===== config.mk =====
export PLATFORM = sky130hd
export DESIGN_NAME = dmairq_top
export DESIGN_NICKNAME = d
export VERILOG_FILES = /design/src/rtl/dmairq_pkg.sv /design/src/rtl/dmairq_alias_reg.sv /design/src/rtl/dmairq_classify.sv /design/src/rtl/dmairq_prio_enc.sv /design/src/rtl/dmairq_top.sv
export SDC_FILE = /design/constraint.sdc
export NUM_CORES = 1
export LEC_CHECK = 0
export ABC_AREA = 1
export BUFFER_PORTS_ARGS = -buffer_cell sky130_fd_sc_hd__clkbuf_2
export CORE_ASPECT_RATIO = 1.2
export CORE_MARGIN = 1.5
export CORE_UTILIZATION = 25
export DETAILED_ROUTE_END_ITERATION = 7
export PLACE_DENSITY = 0.54
export SETUP_SLACK_MARGIN = 0.5
export SLEW_MARGIN = 40
export SYNTH_ARGS = -nofsm -noshare
export SYNTH_HDL_FRONTEND = slang
export SYNTH_HIERARCHICAL = 1
export SYNTH_SLANG_ARGS = --single-unit

===== constraint.sdc =====
create_clock -name clk -period 4.2 [get_ports clk]
set_clock_uncertainty 0.1 [all_clocks]
set_input_delay 0.21 -clock clk [delete_from_list [all_inputs] [get_ports clk]]
set_output_delay 0.21 -clock clk [all_outputs]
set_load 0.01 [all_outputs]

===== src/rtl/dmairq_pkg.sv =====
package dmairq_pkg;
  localparam int REG_W = 32;

  typedef enum logic [1:0] {
    SEL_DONE  = 2'd0,
    SEL_ERR   = 2'd1,
    SEL_CHCTL = 2'd2,
    SEL_NONE  = 2'd3
  } reg_sel_e;

  typedef enum logic [1:0] {
    OP_WRITE = 2'd0,
    OP_SET   = 2'd1,
    OP_CLEAR = 2'd2,
    OP_IDLE  = 2'd3
  } alias_op_e;

  typedef struct packed {
    logic wr;
    logic set;
    logic clr;
  } wr_ctl_t;
endpackage


===== src/rtl/dmairq_alias_reg.sv =====
module dmairq_alias_reg
  import dmairq_pkg::*;
#(
  parameter int W = 32
) (
  input  logic         clk,
  input  logic         rst_n,
  input  wr_ctl_t      ctl,
  input  logic [W-1:0] wdata,
  input  logic [W-1:0] hw_set,
  output logic [W-1:0] q
);
  logic [W-1:0] sw_next;

  always_comb begin
    sw_next = q;
    if (ctl.wr)       sw_next = wdata;
    else if (ctl.set) sw_next = q | wdata;
    else if (ctl.clr) sw_next = q & ~wdata;
  end

  // hardware events override any software write in the same cycle
  always_ff @(posedge clk) begin
    if (!rst_n) q <= '0;
    else        q <= sw_next | hw_set;
  end

  assert_event_wins_R4: assert property (@(posedge clk) disable iff (!rst_n)
    (|hw_set) |=> ((q & $past(hw_set)) == $past(hw_set)));

  assert_clear_removes_R3: assert property (@(posedge clk) disable iff (!rst_n)
    ctl.clr && !ctl.wr && !ctl.set |=> ((q & $past(wdata) & ~$past(hw_set)) == '0));

  assert_clear_keeps_R3: assert property (@(posedge clk) disable iff (!rst_n)
    ctl.clr && !ctl.wr && !ctl.set |=>
      ((q & ~$past(wdata)) == (($past(q) | $past(hw_set)) & ~$past(wdata))));
endmodule


===== src/rtl/dmairq_classify.sv =====
module dmairq_classify #(
  parameter int NCH = 16
) (
  input  logic             clk,
  input  logic             rst_n,
  input  logic [NCH-1:0]   done,
  input  logic [NCH-1:0]   err,
  input  logic [NCH-1:0]   bus,
  input  logic [NCH-1:0]   en,
  output logic [NCH-1:0]   eff_err,
  output logic [2*NCH-1:0] evt_vec,
  output logic             irq
);
  logic [NCH-1:0] ch_irq;

  for (genvar i = 0; i < NCH; i++) begin : g_ch
    // bus errors always count; a termination error counts only without a completion
    assign eff_err[i] = err[i] & (bus[i] | ~done[i]);
    assign ch_irq[i]  = en[i] & (done[i] | err[i]);
  end

  assign evt_vec = {eff_err, done};
  assign irq     = |ch_irq;

  assert_done_masks_term_R5: assert property (@(posedge clk) disable iff (!rst_n)
    1'b1 |-> ((eff_err & done & ~bus) == '0));

  assert_bus_always_err_R5: assert property (@(posedge clk) disable iff (!rst_n)
    1'b1 |-> ((eff_err & err & bus) == (err & bus)));

  assert_irq_needs_enable_R8: assert property (@(posedge clk) disable iff (!rst_n)
    (en == '0) |-> !irq);
endmodule


===== src/rtl/dmairq_prio_enc.sv =====
module dmairq_prio_enc #(
  parameter int N = 32,
  localparam int IW = $clog2(N)
) (
  input  logic          clk,
  input  logic          rst_n,
  input  logic [N-1:0]  vec,
  output logic          valid,
  output logic [IW-1:0] idx
);
  always_comb begin
    idx = '0;
    for (int i = 0; i < N; i++) begin
      if (vec[i]) idx = IW'(i);
    end
  end

  assign valid = |vec;

  assert_idx_highest_R7: assert property (@(posedge clk) disable iff (!rst_n)
    valid |-> ((vec >> idx) == N'(1)));

  assert_idle_empty_R7: assert property (@(posedge clk) disable iff (!rst_n)
    !valid |-> (idx == '0));
endmodule


===== src/rtl/dmairq_top.sv =====
module dmairq_top
  import dmairq_pkg::*;
#(
  parameter int NCH    = 16,
  parameter int ADDR_W = 6,
  localparam int DW    = 2 * NCH,
  localparam int IW    = $clog2(DW)
) (
  input  logic            clk,
  input  logic            rst_n,
  input  logic            bus_wr,
  input  logic [ADDR_W-1:0] bus_addr,
  input  logic [DW-1:0]   bus_wdata,
  output logic [DW-1:0]   bus_rdata,
  input  logic [NCH-1:0]  done_pulse,
  input  logic [NCH-1:0]  term_err_pulse,
  input  logic [NCH-1:0]  bus_err_pulse,
  output logic            irq,
  output logic [DW-1:0]   event_vec,
  output logic            event_valid,
  output logic [IW-1:0]   event_idx,
  output logic [NCH-1:0]  chan_rst
);
  reg_sel_e  sel;
  alias_op_e op;
  logic      aligned;
  wr_ctl_t   ctl_done, ctl_err, ctl_chan;

  logic [DW-1:0]  done_q, err_q;
  logic [NCH-1:0] chan_q;
  logic [NCH-1:0] eff_err;

  assign sel     = reg_sel_e'(bus_addr[5:4]);
  assign op      = alias_op_e'(bus_addr[3:2]);
  assign aligned = (bus_addr[1:0] == 2'b00);

  function automatic wr_ctl_t decode(input logic hit, input alias_op_e o);
    wr_ctl_t c;
    c.wr  = hit && (o == OP_WRITE);
    c.set = hit && (o == OP_SET);
    c.clr = hit && (o == OP_CLEAR);
    return c;
  endfunction

  always_comb begin
    ctl_done = decode(bus_wr && aligned && sel == SEL_DONE,  op);
    ctl_err  = decode(bus_wr && aligned && sel == SEL_ERR,   op);
    ctl_chan = decode(bus_wr && aligned && sel == SEL_CHCTL, op);
  end

  dmairq_alias_reg #(.W(DW)) u_done_reg (
    .clk(clk), .rst_n(rst_n), .ctl(ctl_done), .wdata(bus_wdata),
    .hw_set({{NCH{1'b0}}, done_pulse}), .q(done_q)
  );

  dmairq_alias_reg #(.W(DW)) u_err_reg (
    .clk(clk), .rst_n(rst_n), .ctl(ctl_err), .wdata(bus_wdata),
    .hw_set({bus_err_pulse, bus_err_pulse | term_err_pulse}), .q(err_q)
  );

  dmairq_alias_reg #(.W(NCH)) u_chan_reg (
    .clk(clk), .rst_n(rst_n), .ctl(ctl_chan), .wdata(bus_wdata[DW-1:NCH]),
    .hw_set(eff_err), .q(chan_q)
  );

  dmairq_classify #(.NCH(NCH)) u_classify (
    .clk(clk), .rst_n(rst_n),
    .done(done_q[NCH-1:0]), .err(err_q[NCH-1:0]), .bus(err_q[DW-1:NCH]),
    .en(done_q[DW-1:NCH]), .eff_err(eff_err), .evt_vec(event_vec), .irq(irq)
  );

  dmairq_prio_enc #(.N(DW)) u_prio (
    .clk(clk), .rst_n(rst_n), .vec(event_vec),
    .valid(event_valid), .idx(event_idx)
  );

  assign chan_rst = chan_q;

  always_comb begin
    unique case (sel)
      SEL_DONE:  bus_rdata = done_q;
      SEL_ERR:   bus_rdata = err_q;
      SEL_CHCTL: bus_rdata = {chan_q, {NCH{1'b0}}};
      default:   bus_rdata = '0;
    endcase
  end

  assert_rst_follows_err_R9: assert property (@(posedge clk) disable iff (!rst_n)
    (|eff_err) |=> ((chan_rst & $past(eff_err)) == $past(eff_err)));

  assert_pulse_lands_R2: assert property (@(posedge clk) disable iff (!rst_n)
    (|done_pulse) |=> ((done_q[NCH-1:0] & $past(done_pulse)) == $past(done_pulse)));
endmodule


==> results of run 1 <==
synthesized netlist by cell type (all sizes together):
cell type  count
o31ai          1
dfxtp         80
nor4           1
or2           16
nor2          65
nand3        198
inv          224
o21bai         1
clkbuf        10
and2           1
bufinv         1
conb           1
nand2        297
a21boi        15
o21ai         83
o21a           3
buf           67
a31oi          1
routing by layer:
layer  GRT usage  part of all wire
met1       0.228              0.41
met2       0.322              0.49
met3      0.0351             0.073
met4      0.0842             0.032
met5           0                 0
power by group through the flow:
stage	registers (mW)	clock network, mW	logic [mW]
3_3_place_gp	0.908	0	0.522
6_report	0.891	0.714	0.528
4_1_cts	0.892	0.727	0.529
5_1_grt	0.900	0.760	0.592
3_5_place_dp	0.908	0	0.527
2_1_floorplan	0.886	0	0.340
registers in the layout (all words and copies together), names as in the netlist:
register and count:
u_chan_reg/q 16, u_done_reg/q 32, u_err_reg/q 32
critical path, delay by kind of cell (launching register included):
| family | cells | cell delay [ns] |
|---|---|---|
| buffers and inverters | 3 | 0.35 |
| DFF | 1 | 0.35 |
| and+or+nand+nor | 30 | 1.62 |
per-stage QoR:
| step | cell area, µm² | hold slack, ns | setup slack, ns |
|---|---|---|---|
| 5_1_grt | 7430 | 0.0541 | 0.864 |
| 2_1_floorplan | 6330 | 0.208 | 2.07 |
| 3_5_place_dp | 7180 | 0.393 | 1.32 |
| 4_1_cts | 7420 | 0.0369 | 1.18 |
| 6_report | 7430 | 0.0482 | 1.21 |
| 3_3_place_gp | 7180 | 0.393 | 1.47 |
worst max path at each step:
stage | startpoint | endpoint | slack, ns | depth (start not counted)
after CTS | u_done_reg/q[2]$_SDFF_PN0_ | event_idx[0] | 1.18 | 33
after global placement | bus_addr[4] | u_err_reg/q[5]$_SDFF_PN0_ | 1.47 | 10
after floorplan | u_done_reg/q[2]$_SDFF_PN0_ | event_idx[0] | 2.07 | 32
final | u_done_reg/q[2]$_SDFF_PN0_ | event_idx[0] | 1.21 | 33
after global routing | u_done_reg/q[2]$_SDFF_PN0_ | event_idx[0] | 0.86 | 33
after detailed placement | bus_addr[4] | u_err_reg/q[25]$_SDFF_PN0_ | 1.32 | 10
kinds of logic after synthesis:
kind of cell	Yosys count	synth area share
and+or+nand+nor	578	0.426
buffers and inverters	302	0.226
AOI/OAI and AO/OA	104	0.0912
DFF	80	0.255
other	1	0.000598
layout make-up:
class / instances / area share
repair buffers: 190 / 0.133
clock inverters: 2 / 0.00135
inverters: 225 / 0.116
clock buffers: 11 / 0.0313
diodes: 1 / 0.000337
flip-flops and latches: 80 / 0.216
multi-input cells: 698 / 0.448
well taps: 325 / 0.0547
==> reports/metrics.csv, run 1 <==
stage,metric,value,unit
outcome,status,finished clean,
critical_path,end_kind,output port,
synth,yosys.area.top_type,dfxtp_1,
sta,worst_slew_pin_slew,0.821,ns
synth,synth_top_area_share,0.255,
sta,post-route-period-util,0.711,
routing,num_vias,7051,
clocking,htree_num_levels,3,
clocking,clockRootBuffer,clkbuf_16,
placed_design,gp_congestion,0.848,
critical_path,reg2regPathDepth,6,
clocking,clkSlewWorstSetupHoldPaths,0.06,ns
grt,grt_overflow,0,
synth,ys_seq_elements,80,
critical_path,rr_startpoint,u_done_reg/q[2]$_SDFF_PN0_,
routing,wl_per_cell,16.2,µm
layout,final_cell_mix,"nand2_1, inv_1, clkbuf_2",
floorplanning,die_h,176,µm
critical_path,critPathMaxFanout,6,
power,power.leakage,4.21,nW
hold_path,hp-start,done_pulse[11],
sta,slew_headroom,0.452,
power,seq_power_share,0.418,
grt,grt_pass1_vias,6529,
hold_path,min_path_cells,5,
sta,fmax,335,MHz
sta,tns,0,ns
hold_path,hold_path.class,in2reg,
power,powerDensity,287,mW/mm²
power,clkPwrFrac,0.335,
layout,nets,1293,
grt,grt_pass1_wl,37100,µm
sta,setup_viol,0,
clocking,ctsHoldBuffers,0,
placed_design,port_buffers,175,
critical_path,worst_path_most_repeated_cell,nand2_1,
floorplanning,design.core.area,0.0247,mm²
synth,yosysUniqueCellTypes,30,
floorplanning,die_w,148,µm
routing,drc,0,
synth,yosysSeqAreaShare,0.255,
routing,finalWirelength,24800,µm
critical_path,critPathKind,reg2out,
hold_path,hold_end,u_done_reg/q[11]$_SDFF_PN0_,
power,power.internal,1.41,mW
sta,rsz0062_at_grt,false,
run,maxCapViolations,0,
clocking,cts.sink_count,80,
power,comb_power_share,0.248,
routing,drtAntennaViolNets,0,
synth,ys.warnings.count,6,
critical_path,reg2reg_slack,2.62,ns
clocking,clk_latency,0.34,ns
grt,grt_max_degree,46,
power,vdd_drop_max,0.000172,V
power,switching_power,0.718,mW
layout,fin_util,0.301,
critical_path,reg2reg_to,u_chan_reg/q[2]$_SDFF_PN0_,
routing,drtPass1Iterations,5,
sta,hold_viol,0,
routing,via_per_inst,4.60,
placed_design,post-dp-hpwl,18200,µm
clocking,post_cts_resized,0,
clocking,clk_path_buf_depth,2,
floorplanning,die-area,0.0260,mm²
synth,synth.area.top_cells,"dfxtp_1, nand2_1, nand3_1",
critical_path,cpPeakStageDelay,0.35,ns
layout,area_growth,18.5,%
placed_design,placedCellCount,1518,
routing,detail_route.iter0.violations,598,
layout,final_common_cell,nand2_1,
floorplanning,initial_core_util,0.254,
sta,period_needed,2.99,ns
power,p_total,2.13,mW
sta,slew_violations,0,
clocking,cts_setup_buffers,0,
floorplanning,rows,63,
grt,antenna_found_initial,1,
critical_path,arrival,2.68,ns
floorplanning,io-pin-count,176,
critical_path,startpoint_type,register,
layout,drive_above_1_share,0.232,
layout,multi_input_area,0.00333,mm²
layout,ff_latch_area,0.00160,mm²
grt,track_usage,0.188,
synth,syn_area,0.00627,mm²
layout,layoutNonFillerInstCount,1532,
clocking,cts_tree,yes,
synth,synthCells,1065,
layout,n_fill_cell,2813,
synth,syn_area_per_cell,5.89,µm²
critical_path,required,3.89,ns
critical_path,slowest_stage,dfxtp_1,
power,p_sw_frac,0.337,
clocking,cts_buffers,9,
(Power assumes the default switching activity.)
==> run 2, diff against run 1 <==
==> constraint.sdc (replaced) <==
create_clock -name clk -period 3.05 [get_ports clk]
set_clock_uncertainty 0.1 [all_clocks]
set_input_delay 0.1525 -clock clk [delete_from_list [all_inputs] [get_ports clk]]
set_output_delay 0.1525 -clock clk [all_outputs]
set_load 0.01 [all_outputs]
==> reports/metrics.csv, run 2 (synthesis results as in run 1) <==
stage,metric,value,unit,change
power,powerDensity,402,mW/mm²,+40%
grt,grt_max_degree,33,,-28%
floorplanning,initial_core_util,0.254,,unchanged
routing,drtAntennaViolNets,0,,unchanged
layout,nets,1317,,+1.9%
layout,area_growth,23.2,%,
layout,stdcell_area,0.00773,mm²,+4.0%
critical_path,cpPeakStageDelay,0.35,ns,about the same
layout,final_cell_mix,"nand2_1, inv_1, clkbuf_2",,
hold_path,hold_end,u_err_reg/q[31]$_SDFF_PN0_,,
power,comb_power_share,0.246,,-0.002
critical_path,slowest_stage,dfxtp_4,,
grt,antenna_found_initial,2,,+1
grt,grt_pass1_vias,6908,,+5.8%
grt,grt_pass1_wl,39600,µm,+6.7%
hold_path,hp-start,bus_err_pulse[15],,
layout,drive_above_1_share,0.250,,+0.0178
critical_path,worst-path-buf-inv,2,,-1
layout,n_fill_cell,2809,,-0.14%
placed_design,post-dp-hpwl,19000,µm,+4.6%
layout,fin_util,0.313,,+0.0121
critical_path,cp_top_family,simple AND/OR/NAND/NOR gates,,
routing,via_per_inst,4.57,,-0.75%
power,switching_power,1.02,mW,+42%
critical_path,critPathMaxFanout,3,,-3
sta,period_needed,2.64,ns,
clocking,clockRootBuffer,clkbuf_16,,
floorplanning,design.core.area,0.0247,mm²,unchanged
critical_path,worst-path-stages,32,,-3.0%
sta,slew_headroom,0.477,,+0.0248
sta,setup_viol,0,,unchanged
placed_design,place_ws,0.630,ns,-0.693 ns
sta,rsz0062_at_grt,true,,
grt,grt_overflow,0,,unchanged
routing,finalWirelength,26100,µm,+5.2%
critical_path,end_kind,output port,,
clocking,clk_latency,0.35,ns,about the same
sta,slew_violations,0,,unchanged
placed_design,placed_area,0.00732,mm²,+2.0%
critical_path,startpoint_type,register,,
clocking,clkSlewWorstSetupHoldPaths,0.06,ns,about the same
layout,final_common_cell,nand2_1,,
power,power.internal,2.09,mW,+48%
clocking,clk_path_buf_depth,2,,unchanged
hold_path,hold_path.class,in2reg,,
outcome,status,finished clean,,
sta,post-route-period-util,0.865,,
power,power.leakage,4.36,nW,+3.5%
critical_path,reg2reg_to,u_chan_reg/q[9]$_SDFF_PN0_,,
critical_path,required,2.80,ns,-1.09 ns
routing,num_vias,7117,,+0.94%
sta,hold_viol,0,,unchanged
floorplanning,die_w,148,µm,unchanged
placed_design,gp_congestion,0.837,,-1.3%
sta,worst_slack,0.413,ns,-0.800 ns
clocking,cts.sink_count,80,,unchanged
grt,track_usage,0.201,,+0.0125
sta,tns,0,ns,unchanged
sta,fmax,379,MHz,
floorplanning,die-area,0.0260,mm²,unchanged
power,vdd_drop_max,0.000222,V,+29%
critical_path,reg2regPathDepth,5,,-1
floorplanning,die_h,176,µm,unchanged
floorplanning,io-pin-count,176,,unchanged
power,clkPwrFrac,0.359,,+0.024
power,seq_power_share,0.394,,-0.024
sta,hold_ws,0.00386,ns,-0.0444 ns
sta,worst_slew_pin_slew,0.778,ns,-0.0430 ns
clocking,htree_num_levels,3,,unchanged
layout,reg_top3,"u_done_reg/q: 32 flops, u_err_reg/q: 32 flops, u_chan_reg/q: 16 flops",,
critical_path,reg2reg_slack,1.52,ns,-1.10 ns
critical_path,arrival,2.38,ns,-0.30 ns
run,maxCapViolations,0,,unchanged
critical_path,critPathKind,reg2out,,
clocking,cts_tree,yes,,
routing,detail_route.iter0.violations,434,,-27%
hold_path,min_path_cells,5,,unchanged
power,p_sw_frac,0.328,,-0.00878
floorplanning,rows,63,,unchanged
placed_design,port_buffers,175,,unchanged
routing,drc,0,,unchanged
critical_path,worst_path_most_repeated_cell,nand2_1,,
critical_path,rr_startpoint,u_err_reg/q[9]$_SDFF_PN0_,,
routing,wl_per_cell,16.7,µm,+3.4%
clocking,cts_buffers,9,,unchanged
routing,drtPass1Iterations,5,,unchanged
[run 2: tightest hold or removal path, delay by kind of cell]
kind / cells / cell delay [ns]
and+or+nand+nor: 2 / 0.12
buffers and inverters: 3 / 0.15
[run 2: timing repair]
action | 4_1_cts | 5_1_grt
hold buffers | 7 | 0
endpoints found under the hold margin | 7 | 0
resized for setup | 8 | 8
setup endpoints to repair | 1 | 4
pin swaps | 0 | 1
buffers inserted | 2 | 1
[run 2: cell type report]
cell class	count	area, µm²	share of cell area
Multi-Input combinational cell	698	3330	0.430
Tap cell	325	407	0.0526
Timing Repair Buffer	214	1220	0.158
Sequential cell	80	1620	0.209
Clock inverter	3	42.5	0.00551
Antenna cell	1	2.50	0.000324
Inverter	225	862	0.112
Clock buffer	12	246	0.0319
[run 2: per-stage QoR]
stage               power (mW)  instances
finish                    3.11       1558
global route              3.28       1558
CTS                       3.12       1556
detailed placement        2.00       1532
global placement          1.99       1532
floorplan                 1.69       1080
[run 2: power by group through the flow]
stage                     Clock (mW)  Combinational [mW]  Sequential (mW)
after CTS                       1.14               0.765             1.22
after detailed placement           0               0.751             1.25
final                           1.12               0.765             1.23
after global routing            1.18               0.858             1.24
after global placement             0               0.746             1.25
after floorplan                    0               0.468             1.22
[run 2: worst max-delay path by stage]
stage | from | slack, ns | endpoint
after global placement | u_done_reg/q[2]$_SDFF_PN0_ | 0.61 | event_idx[0]
final | u_done_reg/q[2]$_SDFF_PN0_ | 0.41 | event_idx[0]
after global routing | u_done_reg/q[2]$_SDFF_PN0_ | 0.08 | event_idx[0]
after CTS | u_done_reg/q[2]$_SDFF_PN0_ | 0.40 | event_idx[0]
after detailed placement | u_done_reg/q[2]$_SDFF_PN0_ | 0.63 | event_idx[0]
after floorplan | u_done_reg/q[2]$_SDFF_PN0_ | 0.98 | event_idx[0]
[run 2: per-layer routing]
metal	track usage	routed length, µm	up-vias
li1	-	-	3538
met1	0.239	10800	3273
met2	0.348	12700	252
met3	0.0333	1590	52
met4	0.0996	979	2
met5	0	12	-
